--- config.mk ---
export PLATFORM = sky130hd
export DESIGN_NAME = pkg_emul_ctrl
export DESIGN_NICKNAME = d
export VERILOG_FILES = /design/src/rtl/pkg_emul_pkg.sv /design/src/rtl/pkg_write_guard.sv /design/src/rtl/pkg_mask_map.sv /design/src/rtl/pkg_code_reg.sv /design/src/rtl/pkg_emul_ctrl.sv
export SDC_FILE = /design/constraint.sdc
export NUM_CORES = 1
export LEC_CHECK = 0
export ABC_AREA = 1
export BUFFER_PORTS_ARGS = -buffer_cell sky130_fd_sc_hd__buf_2
export CORE_ASPECT_RATIO = 1.5
export CORE_MARGIN = 3
export CORE_UTILIZATION = 40
export DETAILED_ROUTE_END_ITERATION = 10
export PLACE_DENSITY = 0.87
export SLEW_MARGIN = 40
export SYNTH_ARGS = -nofsm -noshare
export SYNTH_HDL_FRONTEND = slang
export SYNTH_SLANG_ARGS = --single-unit
--- constraint.sdc ---
create_clock -name clk_i -period 3.5 [get_ports clk_i]
set_clock_uncertainty 0.2 [all_clocks]
set_input_delay 0.175 -clock clk_i [delete_from_list [all_inputs] [get_ports clk_i]]
set_output_delay 0.175 -clock clk_i [all_outputs]
set_load 0.01 [all_outputs]
--- src/rtl/pkg_emul_pkg.sv ---
package pkg_emul_pkg;
  localparam int unsigned CODE_W    = 3;
  localparam int unsigned NUM_LEGAL = (1 << CODE_W) - 1;

  typedef logic [CODE_W-1:0] pkg_code_t;

  localparam pkg_code_t ILLEGAL_CODE = '1;

  // pins bonded out for a legal code; grows with the code value
  function automatic int unsigned pins_bonded(input pkg_code_t code, input int unsigned num_pins);
    int unsigned c;
    c = int'(code);
    return (num_pins * (c + 1)) / NUM_LEGAL;
  endfunction
endpackage

--- src/rtl/pkg_write_guard.sv ---
module pkg_write_guard
  import pkg_emul_pkg::*;
#(
  parameter pkg_code_t DEV_CODE = 3'd5
) (
  input  logic      wr_en_i,
  input  pkg_code_t wr_data_i,
  input  logic      special_i,
  input  logic      lock_i,
  input  pkg_code_t code_q_i,
  output pkg_code_t code_d_o,
  output logic      lock_d_o
);
  logic      accept;
  logic      oversize;
  pkg_code_t store_code;

  assign accept     = wr_en_i & (special_i | ~lock_i);
  assign oversize   = (wr_data_i > DEV_CODE);
  assign store_code = oversize ? ILLEGAL_CODE : wr_data_i;

  // only a normal-mode write consumes the one-shot
  assign lock_d_o = lock_i | (accept & ~special_i);
  assign code_d_o = accept ? store_code : code_q_i;
endmodule

--- src/rtl/pkg_mask_map.sv ---
module pkg_mask_map
  import pkg_emul_pkg::*;
#(
  parameter int unsigned NUM_PINS = 32,
  parameter pkg_code_t   DEV_CODE = 3'd5
) (
  input  pkg_code_t           code_i,
  output logic [NUM_PINS-1:0] mask_o
);
  pkg_code_t   eff_code;
  int unsigned n_pins;

  assign eff_code = (code_i == ILLEGAL_CODE) ? DEV_CODE : code_i;
  assign n_pins   = pins_bonded(eff_code, NUM_PINS);

  for (genvar p = 0; p < NUM_PINS; p++) begin : g_pin
    localparam int unsigned PIN_IDX = p;
    assign mask_o[p] = (PIN_IDX < n_pins);
  end
endmodule

--- src/rtl/pkg_code_reg.sv ---
module pkg_code_reg
  import pkg_emul_pkg::*;
#(
  parameter int unsigned NUM_PINS = 32,
  parameter pkg_code_t   DEV_CODE = 3'd5
) (
  input  logic                clk_i,
  input  logic                rst_ni,
  input  pkg_code_t           code_d_i,
  input  logic                lock_d_i,
  input  logic [NUM_PINS-1:0] mask_d_i,
  input  logic [NUM_PINS-1:0] mask_rst_i,
  output pkg_code_t           code_q_o,
  output logic                lock_q_o,
  output logic [NUM_PINS-1:0] mask_q_o
);
  always_ff @(posedge clk_i or negedge rst_ni) begin
    if (!rst_ni) begin
      code_q_o <= DEV_CODE;
      lock_q_o <= 1'b0;
      mask_q_o <= mask_rst_i;
    end else begin
      code_q_o <= code_d_i;
      lock_q_o <= lock_d_i;
      mask_q_o <= mask_d_i;
    end
  end
endmodule

--- src/rtl/pkg_emul_ctrl.sv ---
module pkg_emul_ctrl
  import pkg_emul_pkg::*;
#(
  parameter int unsigned NUM_PINS = 32,
  parameter pkg_code_t   DEV_CODE = 3'd5
) (
  input  logic                clk_i,
  input  logic                rst_ni,
  input  logic                special_mode_i,
  input  logic                wr_en_i,
  input  logic [CODE_W-1:0]   wr_data_i,
  output logic [CODE_W-1:0]   code_o,
  output logic                lock_o,
  output logic [NUM_PINS-1:0] ie_mask_o,
  input  logic [NUM_PINS-1:0] pad_in_i,
  output logic [NUM_PINS-1:0] core_in_o
);
  pkg_code_t           code_q, code_d;
  logic                lock_q, lock_d;
  logic [NUM_PINS-1:0] mask_d, mask_rst, mask_q;

  pkg_write_guard #(.DEV_CODE(DEV_CODE)) u_guard (
    .wr_en_i  (wr_en_i),
    .wr_data_i(wr_data_i),
    .special_i(special_mode_i),
    .lock_i   (lock_q),
    .code_q_i (code_q),
    .code_d_o (code_d),
    .lock_d_o (lock_d)
  );

  // mask follows the next code so both land on the same edge
  pkg_mask_map #(.NUM_PINS(NUM_PINS), .DEV_CODE(DEV_CODE)) u_map_next (
    .code_i(code_d),
    .mask_o(mask_d)
  );

  pkg_mask_map #(.NUM_PINS(NUM_PINS), .DEV_CODE(DEV_CODE)) u_map_rst (
    .code_i(DEV_CODE),
    .mask_o(mask_rst)
  );

  pkg_code_reg #(.NUM_PINS(NUM_PINS), .DEV_CODE(DEV_CODE)) u_reg (
    .clk_i     (clk_i),
    .rst_ni    (rst_ni),
    .code_d_i  (code_d),
    .lock_d_i  (lock_d),
    .mask_d_i  (mask_d),
    .mask_rst_i(mask_rst),
    .code_q_o  (code_q),
    .lock_q_o  (lock_q),
    .mask_q_o  (mask_q)
  );

  assign code_o    = code_q;
  assign lock_o    = lock_q;
  assign ie_mask_o = mask_q;

  // input side only; outputs of absent pins are not gated here
  for (genvar p = 0; p < NUM_PINS; p++) begin : g_gate
    assign core_in_o[p] = pad_in_i[p] & mask_q[p];
  end
endmodule

Word level (Yosys, flattened, before mapping)
Index checks and enable logic that the tools add are counted.
{"block": "word_totals", "register_bits": 36, "latch_bits": 0, "mem_bits_rw": 0, "rom_bits": 0, "input_bits": 39, "mem_count": 0}
{"block": "op_classes", "n_addsub": 1, "mul": 0, "n_div": 1, "n_lt_le_gt_ge": 33, "n_eq_ne": 1, "shifts": 0, "n_mux": 3, "n_bitwise": 38, "n_reduce_logical": 0}
{"operator": "5-bit by 32-bit less-than comparator with 1-bit output, first input constant", "n": 16}
{"operator": "4-bit by 32-bit less-than comparator with 1-bit output, first input constant", "n": 8}
{"operator": "3-bit by 32-bit less-than comparator with 1-bit output, first input constant", "n": 4}
{"operator": "1-bit by 32-bit less-than comparator with 1-bit output, first input constant", "n": 2}
{"operator": "2-bit by 32-bit less-than comparator with 1-bit output, first input constant", "n": 2}
{"operator": "1-bit AND", "n": 34}
{"operator": "32-bit by 3-bit divider with 32-bit output, second input constant", "n": 1}
{"operator": "3-bit 2-to-1 mux", "n": 3}
{"operator": "3-bit by 1-bit adder with 4-bit output, second input constant", "n": 1}
{"operator": "3-bit equality test, second input constant", "n": 1}
{"operator": "3-bit greater-than comparator, second input constant", "n": 1}
{"operator": "1-bit NOT", "n": 2}
{"operator": "1-bit bitwise OR", "n": 2}

Logic depth before layout (Yosys ltp)
Gate-level depths: netlist (run 1).
{"block": "depth", "depth_word": 9, "depth_mapped": 19}

Worst setup path after synthesis (run 1)
OpenSTA, ideal clock, no wires.
{"block": "synth_path", "path_type": "register to register", "startpoint": "register u_reg.lock_q_o", "endpoint": "register u_reg.mask_q_o[4]", "arrival_ns": 2.397, "slack_ns": 0.822, "stages_incl_launch_ff": 15, "path_buffers": 0, "synth_period_minus_slack_ns": 2.678, "path_cell_list": "dfrtp_1 -> nand2_4 -> nand2_2 -> nand2_2 -> nand2_4 -> inv_6 -> a21oi_1 -> ha_1 -> inv_1 -> nand4_1 -> nand2_2 -> inv_1 -> fa_1 -> nor3b_1 -> o21ai_2"}
{"block": "synth_via", "elab_chain_len": 9}
{"element": "start: declaration", "line": "pkg_code_reg.sv:14", "rtl": "output logic lock_q_o,"}
{"element": "start signal: assignment", "line": "pkg_code_reg.sv:24", "rtl": "lock_q_o <= lock_d_i;"}
{"element": "1-bit NOT *", "line": "pkg_write_guard.sv:18", "rtl": "assign accept = wr_en_i & (special_i | ~lock_i);"}
{"element": "1-bit bitwise OR *", "line": "pkg_write_guard.sv:18"}
{"element": "1-bit AND *", "line": "pkg_write_guard.sv:18"}
{"element": "3-bit 2-to-1 mux *", "line": "pkg_write_guard.sv:24", "rtl": "assign code_d_o = accept ? store_code : code_q_i;"}
{"element": "named net code_d[1]", "line": "pkg_emul_ctrl.sv:18", "rtl": "pkg_code_t code_q, code_d;"}
{"element": "3-bit equality test", "line": "pkg_mask_map.sv:13", "rtl": "assign eff_code = (code_i == ILLEGAL_CODE) ? DEV_CODE : code_i;"}
{"element": "3-bit 2-to-1 mux *", "line": "pkg_mask_map.sv:13"}
{"element": "3-bit by 1-bit adder with 4-bit output *", "line": "pkg_emul_pkg.sv:13", "rtl": "return (num_pins * (c + 1)) / NUM_LEGAL;"}
{"element": "32-bit by 3-bit divider with 32-bit output *", "line": "pkg_emul_pkg.sv:13"}
{"element": "3-bit by 32-bit less-than comparator with 1-bit output *", "line": "pkg_mask_map.sv:18", "rtl": "assign mask_o[p] = (PIN_IDX < n_pins);"}
{"element": "named net mask_d[4]", "line": "pkg_emul_ctrl.sv:20", "rtl": "logic [NUM_PINS-1:0] mask_d, mask_rst, mask_q;"}
{"element": "end signal: assignment", "line": "pkg_code_reg.sv:21", "rtl": "mask_q_o <= mask_rst_i;"}
{"element": "end signal: assignment", "line": "pkg_code_reg.sv:25", "rtl": "mask_q_o <= mask_d_i;"}
{"element": "end: declaration", "line": "pkg_code_reg.sv:15", "rtl": "output logic [NUM_PINS-1:0] mask_q_o"}
Mark *: on every way through the listed nets, which the timed path passes. The rest lies on a longest branch.

Worst setup path in the final report (run 1)
{"block": "layout_path", "startpoint": "input port special_mode_i", "endpoint": "register u_reg.mask_q_o[4]"}
{"block": "layout_via", "elab_chain_len": 8}
{"element": "start: declaration", "line": "pkg_emul_ctrl.sv:9", "rtl": "input logic special_mode_i,"}
{"element": "1-bit bitwise OR *", "line": "pkg_write_guard.sv:18"}
{"element": "1-bit AND *", "line": "pkg_write_guard.sv:18"}
{"element": "3-bit 2-to-1 mux *", "line": "pkg_write_guard.sv:24"}
{"element": "named net code_d[1]", "line": "pkg_emul_ctrl.sv:18"}
{"element": "3-bit equality test", "line": "pkg_mask_map.sv:13"}
{"element": "3-bit 2-to-1 mux *", "line": "pkg_mask_map.sv:13"}
{"element": "3-bit by 1-bit adder with 4-bit output *", "line": "pkg_emul_pkg.sv:13"}
{"element": "32-bit by 3-bit divider with 32-bit output *", "line": "pkg_emul_pkg.sv:13"}
{"element": "3-bit by 32-bit less-than comparator with 1-bit output *", "line": "pkg_mask_map.sv:18"}
{"element": "named net mask_d[4]", "line": "pkg_emul_ctrl.sv:20"}
Marks and branches as above.

==> results of run 1 <==
==> where the power goes <==
part | internal (mW) | total (mW) | switching, mW
Sequential | 0.410 | 0.453 | 0.0422
Clock | 0.0805 | 0.169 | 0.0887
Combinational | 0.199 | 0.493 | 0.294
==> state kept, by name (all words and copies together), names as in the netlist <==
| name | count |
|---|---|
| u_reg.mask_q_o | 22 |
| u_reg.code_q_o | 2 |
| u_reg.lock_q_o | 1 |
==> layer usage <==
metal | GRT usage (%) | vias to the layer above | wire [um] | part of all wire [%]
met5 | 0 | - | 0 | 0
met4 | 4.380 | 0 | 15 | 0.50
met3 | 3.698 | 2 | 272 | 9.0
met2 | 29.27 | 52 | 1744 | 58
met1 | 13.21 | 587 | 982 | 33
li1 | - | 682 | - | -
==> Yosys cell counts, drive strengths merged <==
cell type and n:
conb 1, o21ai 3, a21oi 3, inv 52, nor2 1, nand3b 1, nand2 64, nor3b 1
fa 1, ha 3, nand4 2, o21bai 1, dfstp 22, nand3 4, dfrtp 3, buf 11
==> kinds of logic after synthesis <==
kind of cell | share of synthesized area, %
DFF | 44.54
adders and majority gates | 3.925
other | 0.2557
and+or+nand+nor | 28.16
AOI/OAI and AO/OA | 3.840
buffers and inverters | 19.28
==> area by class of cell <==
type	instances	area (um^2)
clock buffer	3	41.29
clock inverter	1	7.507
fill	314	1409
inverter	52	200.2
multi-input combinational	86	534.3
sequential	25	653.1
tap	42	52.55
timing repair buffer	108	550.5
==> critical path: stages <==
cell	delay, ps
dlygate4sd3_1	520
buf_2	130
inv_2	60
nand2_4	60
nand2_2	120
nand2_2	80
nand2_4	130
inv_6	50
a21oi_1	130
ha_1	350
inv_1	90
nand4_1	110
nand2_2	130
inv_1	70
fa_1	470
nor3b_1	240
o21ai_2	70
==> cell usage in the layout, fill, tap and decap left out, types with 5 or more instances in the layout <==
cell type	count
buf_2	106
nand2_1	50
inv_1	46
dfstp_2	22
nand2_4	6
nand2_2	6
inv_2	5
==> final timing paths <==
kind | end | from | cells after the start
min reg2reg | u_reg.lock_q_o | u_reg.lock_q_o | 1
max in group asynchronous | u_reg.code_q_o[0] | rst_ni | 2
max reg2reg | u_reg.mask_q_o[4] | u_reg.lock_q_o | 14
max | u_reg.mask_q_o[4] | special_mode_i | 17
min in group asynchronous | u_reg.mask_q_o[30] | rst_ni | 2
min | u_reg.mask_q_o[21] | wr_data_i[2] | 3
==> metrics by stage <==
stage                     utilization, %  worst slack (ps)  total power, mW  instances
after floorplan                        -             821.6           0.7783        174
after global placement             57.15             796.3           0.9390        311
after detailed placement           57.15             676.3           0.9585        311
after CTS                          59.14             467.0            1.135        317
after global routing               59.14             256.3            1.212        317
final                              59.14             486.4            1.115        317
==> what timing repair did <==
action | CTS | global route
hold buffers | 2 | 0
endpoints found under the hold margin | 4 | 0
setup endpoints to repair | 0 | 0
==> impl_metrics.tcl, run 1 <==
set metrics [dict create \
    num_rows 26 \
    drt.antenna.violating_nets 0 \
    status "complete, no violations" \
    layout.nets 319 \
    port_buffers 106 \
    cts_htree_levels 1 \
    vias 1323 \
    drive_above_1_share_pct 57.09 \
    clock_latency_ps 260 \
    die_area_mm2 0.004443 \
    gp_congestion 0.7094 \
    irDropWorstVdd_mv 0.2638 \
    worst_pin_slew_ps 511.3 \
    drt_iter0_drc 31 \
    endpoint_kind "register" \
    grt_max_degree 26 \
    start_kind "input port" \
    avgSynthCellArea_um2 8.476 \
    slew_violations 0 \
    max_slew_margin_pct 65.91 \
    cts-root-buf "clkbuf_8" \
    ys_seq_elements 25 \
    post-cts-setup-buffers 0 \
    n_antenna_cell 0 \
    hold_class "input port to register" \
    path_max_fanout 6 \
    rsz0062_at_grt "no" \
    syn_to_final_growth_pct 39.08 \
    yosys.area.top_type "dfstp_2" \
    drt_drc_violations_left 0 \
    reg2reg_slack_ps 670 \
    clkTransAtPathRegs_ps 90 \
    firstDrtPassIters 4 \
    critPathArrivalTime_ps 3010 \
    setup_violations 0 \
    ys_warn_count 0 \
    finish.instance_area_mm2 0.002039 \
    cts_buffer_depth 2 \
    dpl_cell_area_mm2 0.001971 \
    cts_buffers 3 \
    die_w_um 55.44 \
    overflow 0 \
    start_util_pct 42.53 \
    tritoncts "yes" \
    ys_seq_area_share_pct 44.54 \
    netlist_area_mm2 0.001466 \
    holdWs_ps 35.26 \
    io_pins 107 \
    grt.total_usage_pct 14.22 \
    wirelength_um 3015 \
    finalSetupTns_ps 0 \
    dpl.hpwl_um 2580 \
    synth_top_area_share_pct 39.42 \
    fmax_mhz 331.8 \
    cp_data_required_time_ps 3500 \
    synthCells 173 \
    drv_cap 0 \
    critPathKind "input port to register" \
    fp.coreArea_mm2 0.003448 \
    synth_area_leaders "dfstp_2 39%, nand2_1 13%, inv_1 12%" \
    antenna_found_initial 0 \
    grt_first_pass_wirelength_um 5133 \
    yosysUniqueCellTypes 23 \
    power_density_mw_per_mm2 546.6 \
    post_drt_wl_per_cell_um 9.511 \
    clock-sinks 25 \
    die_h_um 80.16 \
    via_per_inst 4.174 \
    timing.final.crit_share_pct 86.10 \
    hold_violations 0 \
    period_minus_slack_ps 3014 \
    ctsResizeCount 0 \
    p_leak_nw 1.348 \
    first_global_vias 1210 \
]
Power figures use the tool's default switching activity.
==> inputs of run 2 (changes only) <==
SETUP_SLACK_MARGIN = 0.5   (was default)
==> run 2 against run 1 <==
Net effect:
- cell area up 0.25%
- worst setup slack better by 220 ps
- register-to-register slack better by 40 ps
- maximum frequency up 8.0%
- non-clock buffer count unchanged
- global-route usage up 0.14 points
- first-iteration DRC count down 26%
- utilization up 0.15 points
- power up 0.57%
- clock power about the same
- die area unchanged
- critical path depth down 3
==> impl_metrics.tcl, run 2 (synthesis gave the netlist of run 1 again) <==
set metrics [dict create \
    drive_above_1_share_pct 57.45 \
    endpoint_kind "register" \
    pwr-share-comb_pct 44.6 \
    n_antenna_cell 0 \
    vias 1317 \
    antenna_found_initial 0 \
    cts_buffer_depth 2 \
    p_int_mw 0.6935 \
    critPathArrivalTime_ps 2790 \
    instances_no_fill 317 \
    wirelength_um 3064 \
    hold_class "input port to register" \
    port_buffers 106 \
    grt_first_pass_wirelength_um 5175 \
    drt.antenna.violating_nets 0 \
    worst_pin_slew_ps 512.0 \
    fmax_mhz 358.5 \
    firstDrtPassIters 4 \
    reg_top3 "u_reg.mask_q_o: 22 flops, u_reg.code_q_o: 2 flops, u_reg.lock_q_o: 1 flops" \
    gp_congestion 0.7094 \
    slew_violations 0 \
    cp_data_required_time_ps 3500 \
    grt_max_degree 26 \
    fp.coreArea_mm2 0.003448 \
    dpl.hpwl_um 2580 \
    seq_area_um2 653.1 \
    clock_latency_ps 260 \
    status "complete, no violations" \
    clock_power_share_pct 15.0 \
    swShare_pct 38.14 \
    power_density_mw_per_mm2 548.4 \
    fillers 311 \
    io_pins 107 \
    die_area_mm2 0.004443 \
    max_slew_margin_pct 65.87 \
    drt_iter0_drc 23 \
    cts_htree_levels 1 \
    path_max_fanout 6 \
    syn_to_final_growth_pct 39.42 \
    hold_violations 0 \
    cts_buffers 3 \
    finalSetupTns_ps 0 \
    layout_common_cells "106 x buf_2, 50 x nand2_1, 46 x inv_1" \
    start_util_pct 42.53 \
    grt.total_usage_pct 14.36 \
    timing.final.crit_share_pct 79.70 \
    cts-root-buf "clkbuf_8" \
    setup_violations 0 \
    overflow 0 \
    switchingPower_mw 0.4276 \
    rsz0062_at_grt "no" \
    period_minus_slack_ps 2790 \
    tritoncts "yes" \
    first_global_vias 1214 \
    via_per_inst 4.155 \
    layout.nets 319 \
    clkTransAtPathRegs_ps 90 \
    die_w_um 55.44 \
    post_drt_wl_per_cell_um 9.666 \
    p_leak_nw 1.350 \
    multi_input_area_um2 539.3 \
    pwr-share-seq_pct 40.4 \
    critPathKind "register to register" \
    drv_cap 0 \
    largest_reg_flops 22 \
    start_kind "register" \
    clock-sinks 25 \
    die_h_um 80.16 \
    regMostFlops "u_reg.mask_q_o" \
    placed_cells 311 \
    irDropWorstVdd_mv 0.2645 \
    drt_drc_violations_left 0 \
    layout_commonest_cell "buf_2" \
    num_rows 26 \
]
run 2: cell counts in the layout (fill, tap and decap cells not counted):
No cell type changed its count.
run 2: final timing paths:
| check | from | to | slack, ps | cells after the start |
|---|---|---|---|---|
| min | wr_data_i[2] | u_reg.mask_q_o[21] | 40 | 3 |
| max in group asynchronous | rst_ni | u_reg.code_q_o[0] | 2510 | 2 |
| min reg2reg | u_reg.lock_q_o | u_reg.lock_q_o | 360 | 1 |
| max reg2reg | u_reg.lock_q_o | u_reg.mask_q_o[4] | 710 | 14 |
| max | u_reg.lock_q_o | u_reg.mask_q_o[4] | 710 | 14 |
| min in group asynchronous | rst_ni | u_reg.mask_q_o[30] | 230 | 2 |
run 2: area by class of cell:
type / count / share of cell area [%]
Tap cell: 42 / 2.570
Inverter: 52 / 9.792
Sequential cell: 25 / 31.95
Multi-Input combinational cell: 86 / 26.38
Clock buffer: 3 / 2.020
Timing Repair Buffer: 108 / 26.93
Clock inverter: 1 / 0.3672
run 2: worst max-delay path, cell delays in order (launching register included):
cell and delay (ps):
dfrtp_1 420, nand2_4 110, nand2_2 100, nand2_2 90, nand2_4 100, inv_6 90, a21oi_1 50, ha_1 420
inv_1 90, nand4_1 110, nand2_2 130, inv_1 70, fa_1 490, nor3b_2 190, o21ai_2 60
run 2: layer usage:
layer	share of wire, %	GRT usage (%)	vias to the layer above	routed length (um)
li1	-	-	681	-
met1	33	13.10	584	1003
met2	58	29.74	50	1765
met3	9.1	3.859	2	280
met4	0.49	4.380	0	15
met5	0	0	-	0
run 2: power by group through the flow:
stage	Clock, mW	Sequential [mW]	Combinational, mW
final	0.169	0.453	0.500
after global routing	0.187	0.469	0.560
after CTS	0.177	0.454	0.503
after detailed placement	0	0.458	0.500
after global placement	0	0.457	0.482
after floorplan	0	0.498	0.281
run 2: through the flow:
stage / worst slack, ps / area (um^2) / hold WS (ps) / utilization [%] / power, mW
after floorplan: 821.6 / 1470 / -320.6 / - / 0.7783
after global placement: 796.3 / 1971 / -28.79 / 57.15 / 0.9390
after detailed placement: 676.3 / 1971 / -16.91 / 57.15 / 0.9585
after CTS: 655.4 / 2039 / 23.82 / 59.14 / 1.134
after global routing: 529.9 / 2044 / 56.41 / 59.29 / 1.216
final: 710.5 / 2044 / 36.38 / 59.29 / 1.121
run 2: repair_timing:
item                       4_1_cts  5_1_grt
gates resized for setup          0        1
hold endpoints to repair         4        0
buffers inserted                 0        0
hold buffers                     2        0
setup endpoints to repair        0        1
==> inputs of run 3 (changes only) <==
ABC_AREA = 0   (was 1)
PLACE_DENSITY = 0.88   (was 0.87)
clock period = 2.65 ns   (was 3.5 ns; I/O delays follow)
==> run 3 against run 2 <==
Net effect:
- final cell count fell by 11%
- first-iteration DRC count is 78% lower
- count of clock-buffer cells in the layout unchanged
- die area decreased by 3.5%
- combinational power rose by 24%
- critical path type unchanged
- critical endpoint unchanged
- largest cell class is now multi-input gates
==> impl_metrics.tcl, run 3 <==
set metrics [dict create \
    synthCells 130 \
    synthSimpleGateAreaFrac_pct 23.87 \
    die_w_um 54.48 \
    drt_drc_violations_left 0 \
    grt.total_usage_pct 15.19 \
    dp_slack_ps 39.30 \
    wirelength_um 3460 \
    synthMuxAreaShare_pct 0.7098 \
    start_util_pct 43.35 \
    synth.most_common_cell "and2_1" \
    ys_seq_elements 25 \
    critPathKind "register to register" \
    ys_warn_count 0 \
    overflow 0 \
    status "complete, no violations" \
    yosysUniqueCellTypes 38 \
    cp_cell_sequence "nand2b_4, and2_4, mux2i_4, nor2_2, ha_4, xor2_1, fa_1, nor3b_2, o21bai_1" \
    gp_congestion 0.8932 \
    io_pins 107 \
    via_per_inst 4.573 \
    path_max_fanout 8 \
    post_drt_wl_per_cell_um 12.31 \
    synth_common_cells "32 x and2_1, 22 x dfstp_2, 11 x buf_4" \
    port_buffers 106 \
    cp_data_required_time_ps 2640 \
    syn_to_final_growth_pct 50.49 \
    fmax_mhz 394.4 \
    setup_violations 0 \
    ys.flop_type "dfstp_2" \
    yosys.area.top_type "dfstp_2" \
    endpoint_kind "register" \
    start_kind "register" \
    tritoncts "yes" \
    drt_iter0_drc 5 \
    dpl_cell_area_mm2 0.001947 \
    largest_reg_flops 22 \
    drive_above_1_share_pct 69.71 \
    cts-root-buf "clkbuf_8" \
    grt_first_pass_wirelength_um 4899 \
    clock_latency_ps 260 \
    rsz0062_at_grt "yes" \
    synth_top_family_by_area "simple AND/OR/NAND/NOR gates" \
    cts_htree_levels 1 \
    drt.antenna.violating_nets 0 \
    clkTransAtPathRegs_ps 80 \
    hold_violations 0 \
    firstDrtPassIters 4 \
    layout.nets 285 \
    timing.final.crit_share_pct 95.68 \
    synth-compound-area-share_pct 13.93 \
    synth_xor_area_share_pct 1.863 \
    ys_seq_area_share_pct 46.32 \
    critPathArrivalTime_ps 2530 \
    finish.instance_area_mm2 0.002122 \
    netlist_area_mm2 0.001410 \
    vias 1285 \
    num_rows 25 \
    cts_buffers 3 \
    worst_path_max_delay_cell "fa_1" \
    fp.coreArea_mm2 0.003253 \
    synth_area_leaders "dfstp_2 41%, and2_1 14%, buf_4 5.9%" \
    layout_common_cells "106 x buf_2, 32 x and2_1, 22 x dfstp_2" \
    synth_fa_ha_area_share_pct 4.082 \
    grt_max_degree 26 \
    layout_commonest_cell "buf_2" \
    worst_slack_ps 114.4 \
    clock-sinks 25 \
    cpPeakStageDelay_ps 450 \
    power_density_mw_per_mm2 652.6 \
    hold_class "input port to register" \
    period_minus_slack_ps 2536 \
    synth_top_area_share_pct 40.99 \
    finalSetupTns_ps 0 \
    irDropWorstVdd_mv 0.3726 \
    die_h_um 78.72 \
    dpl.hpwl_um 2620 \
    cts_buffer_depth 2 \
    regMostFlops "u_reg.mask_q_o" \
    die_area_mm2 0.004288 \
    antenna_found_initial 0 \
    first_global_vias 1189 \
    reg_top3 "u_reg.mask_q_o: 22 flops, u_reg.code_q_o: 2 flops, u_reg.lock_q_o: 1 flops" \
    n_antenna_cell 0 \
    drv_cap 0 \
    avgSynthCellArea_um2 10.85 \
    slew_violations 0 \
    synth_edf_count 0 \
    final_core_util_pct 65.23 \
    synthArstFlopShare_pct 100.0 \
    p_leak_nw 1.129 \
]
[run 3: changes by cell type in the layout (fill, tap and decap cells not counted), sizes merged, moves of 6 or more]
cell / before / now
nand2: 64 / 1
inv: 52 / 4
and2: 0 / 33
buf: 106 / 120
a21o: 0 / 6
nor2: 1 / 7
[run 3: cell families (layout without fill, tap and decap cells)]
group | after synthesis | in the layout
compound gates | 24 | 24
xor+xnor | 3 | 3
fa+ha+maj | 4 | 4
buf+inv | 20 | 130
flops | 25 | 25
mux | 1 | 1
other cells | 1 | 2
simple gates | 52 | 52
[run 3: path summary, 6_finish.rpt]
check,from,endpoint,slack [ps],cells after the start
min in group asynchronous,rst_ni,u_reg.mask_q_o[30],170,2
max in group asynchronous,rst_ni,u_reg.lock_q_o,1720,2
hold / removal,wr_en_i,u_reg.lock_q_o,50,2
setup / recovery,u_reg.lock_q_o,u_reg.mask_q_o[4],110,9
hold reg to reg,u_reg.lock_q_o,u_reg.lock_q_o,490,3
setup reg to reg,u_reg.lock_q_o,u_reg.mask_q_o[4],110,9
[run 3: through the flow]
step                      power, mW  cells  hold WS, ps
after floorplan              0.9253    131       -363.1
after global placement        1.113    267       -71.94
after detailed placement      1.124    267       -71.80
after CTS                     1.372    278        35.59
after global routing          1.476    281        51.98
final                         1.385    281        48.01
[run 3: what timing repair did]
action | 4_1_cts | 5_1_grt
resized for setup | 6 | 4
endpoints found under the hold margin | 26 | 0
hold buffers | 2 | 0
pin swaps | 4 | 2
setup buffers | 5 | 3
setup endpoints to repair | 6 | 6
[run 3: cell type report]
cell class,count,area (um^2)
flip-flops and latches,25,654.4
inverters,4,15.01
clock buffers,3,41.29
well taps,40,50.05
multi-input cells,86,696.9
fillers,280,1131
repair buffers,122,659.4
clock inverters,1,5.005
[run 3: critical path: cells and delay by family (launching register included)]
family	cells	cell delay, ps
flip-flops	1	430
AND/OR/NAND/NOR	4	550
AO/OA/AOI/OAI	1	80
adder cells (fa/ha/maj)	2	770
XOR/XNOR	1	180
multiplexers	1	250
[run 3: routing by layer]
layer	up-vias	share of wire (%)	GRT usage, %
met5	-	0	0
met1	578	34	13.68
li1	635	-	-
met2	67	54	30.82
met4	0	1.3	5.736
met3	5	10	2.064
[run 3: where the power goes]
group	total [mW]	internal (mW)	switching [mW]
Clock	0.214	0.105	0.109
Sequential	0.552	0.510	0.0419
Combinational	0.619	0.315	0.304
Total	1.38	0.929	0.456
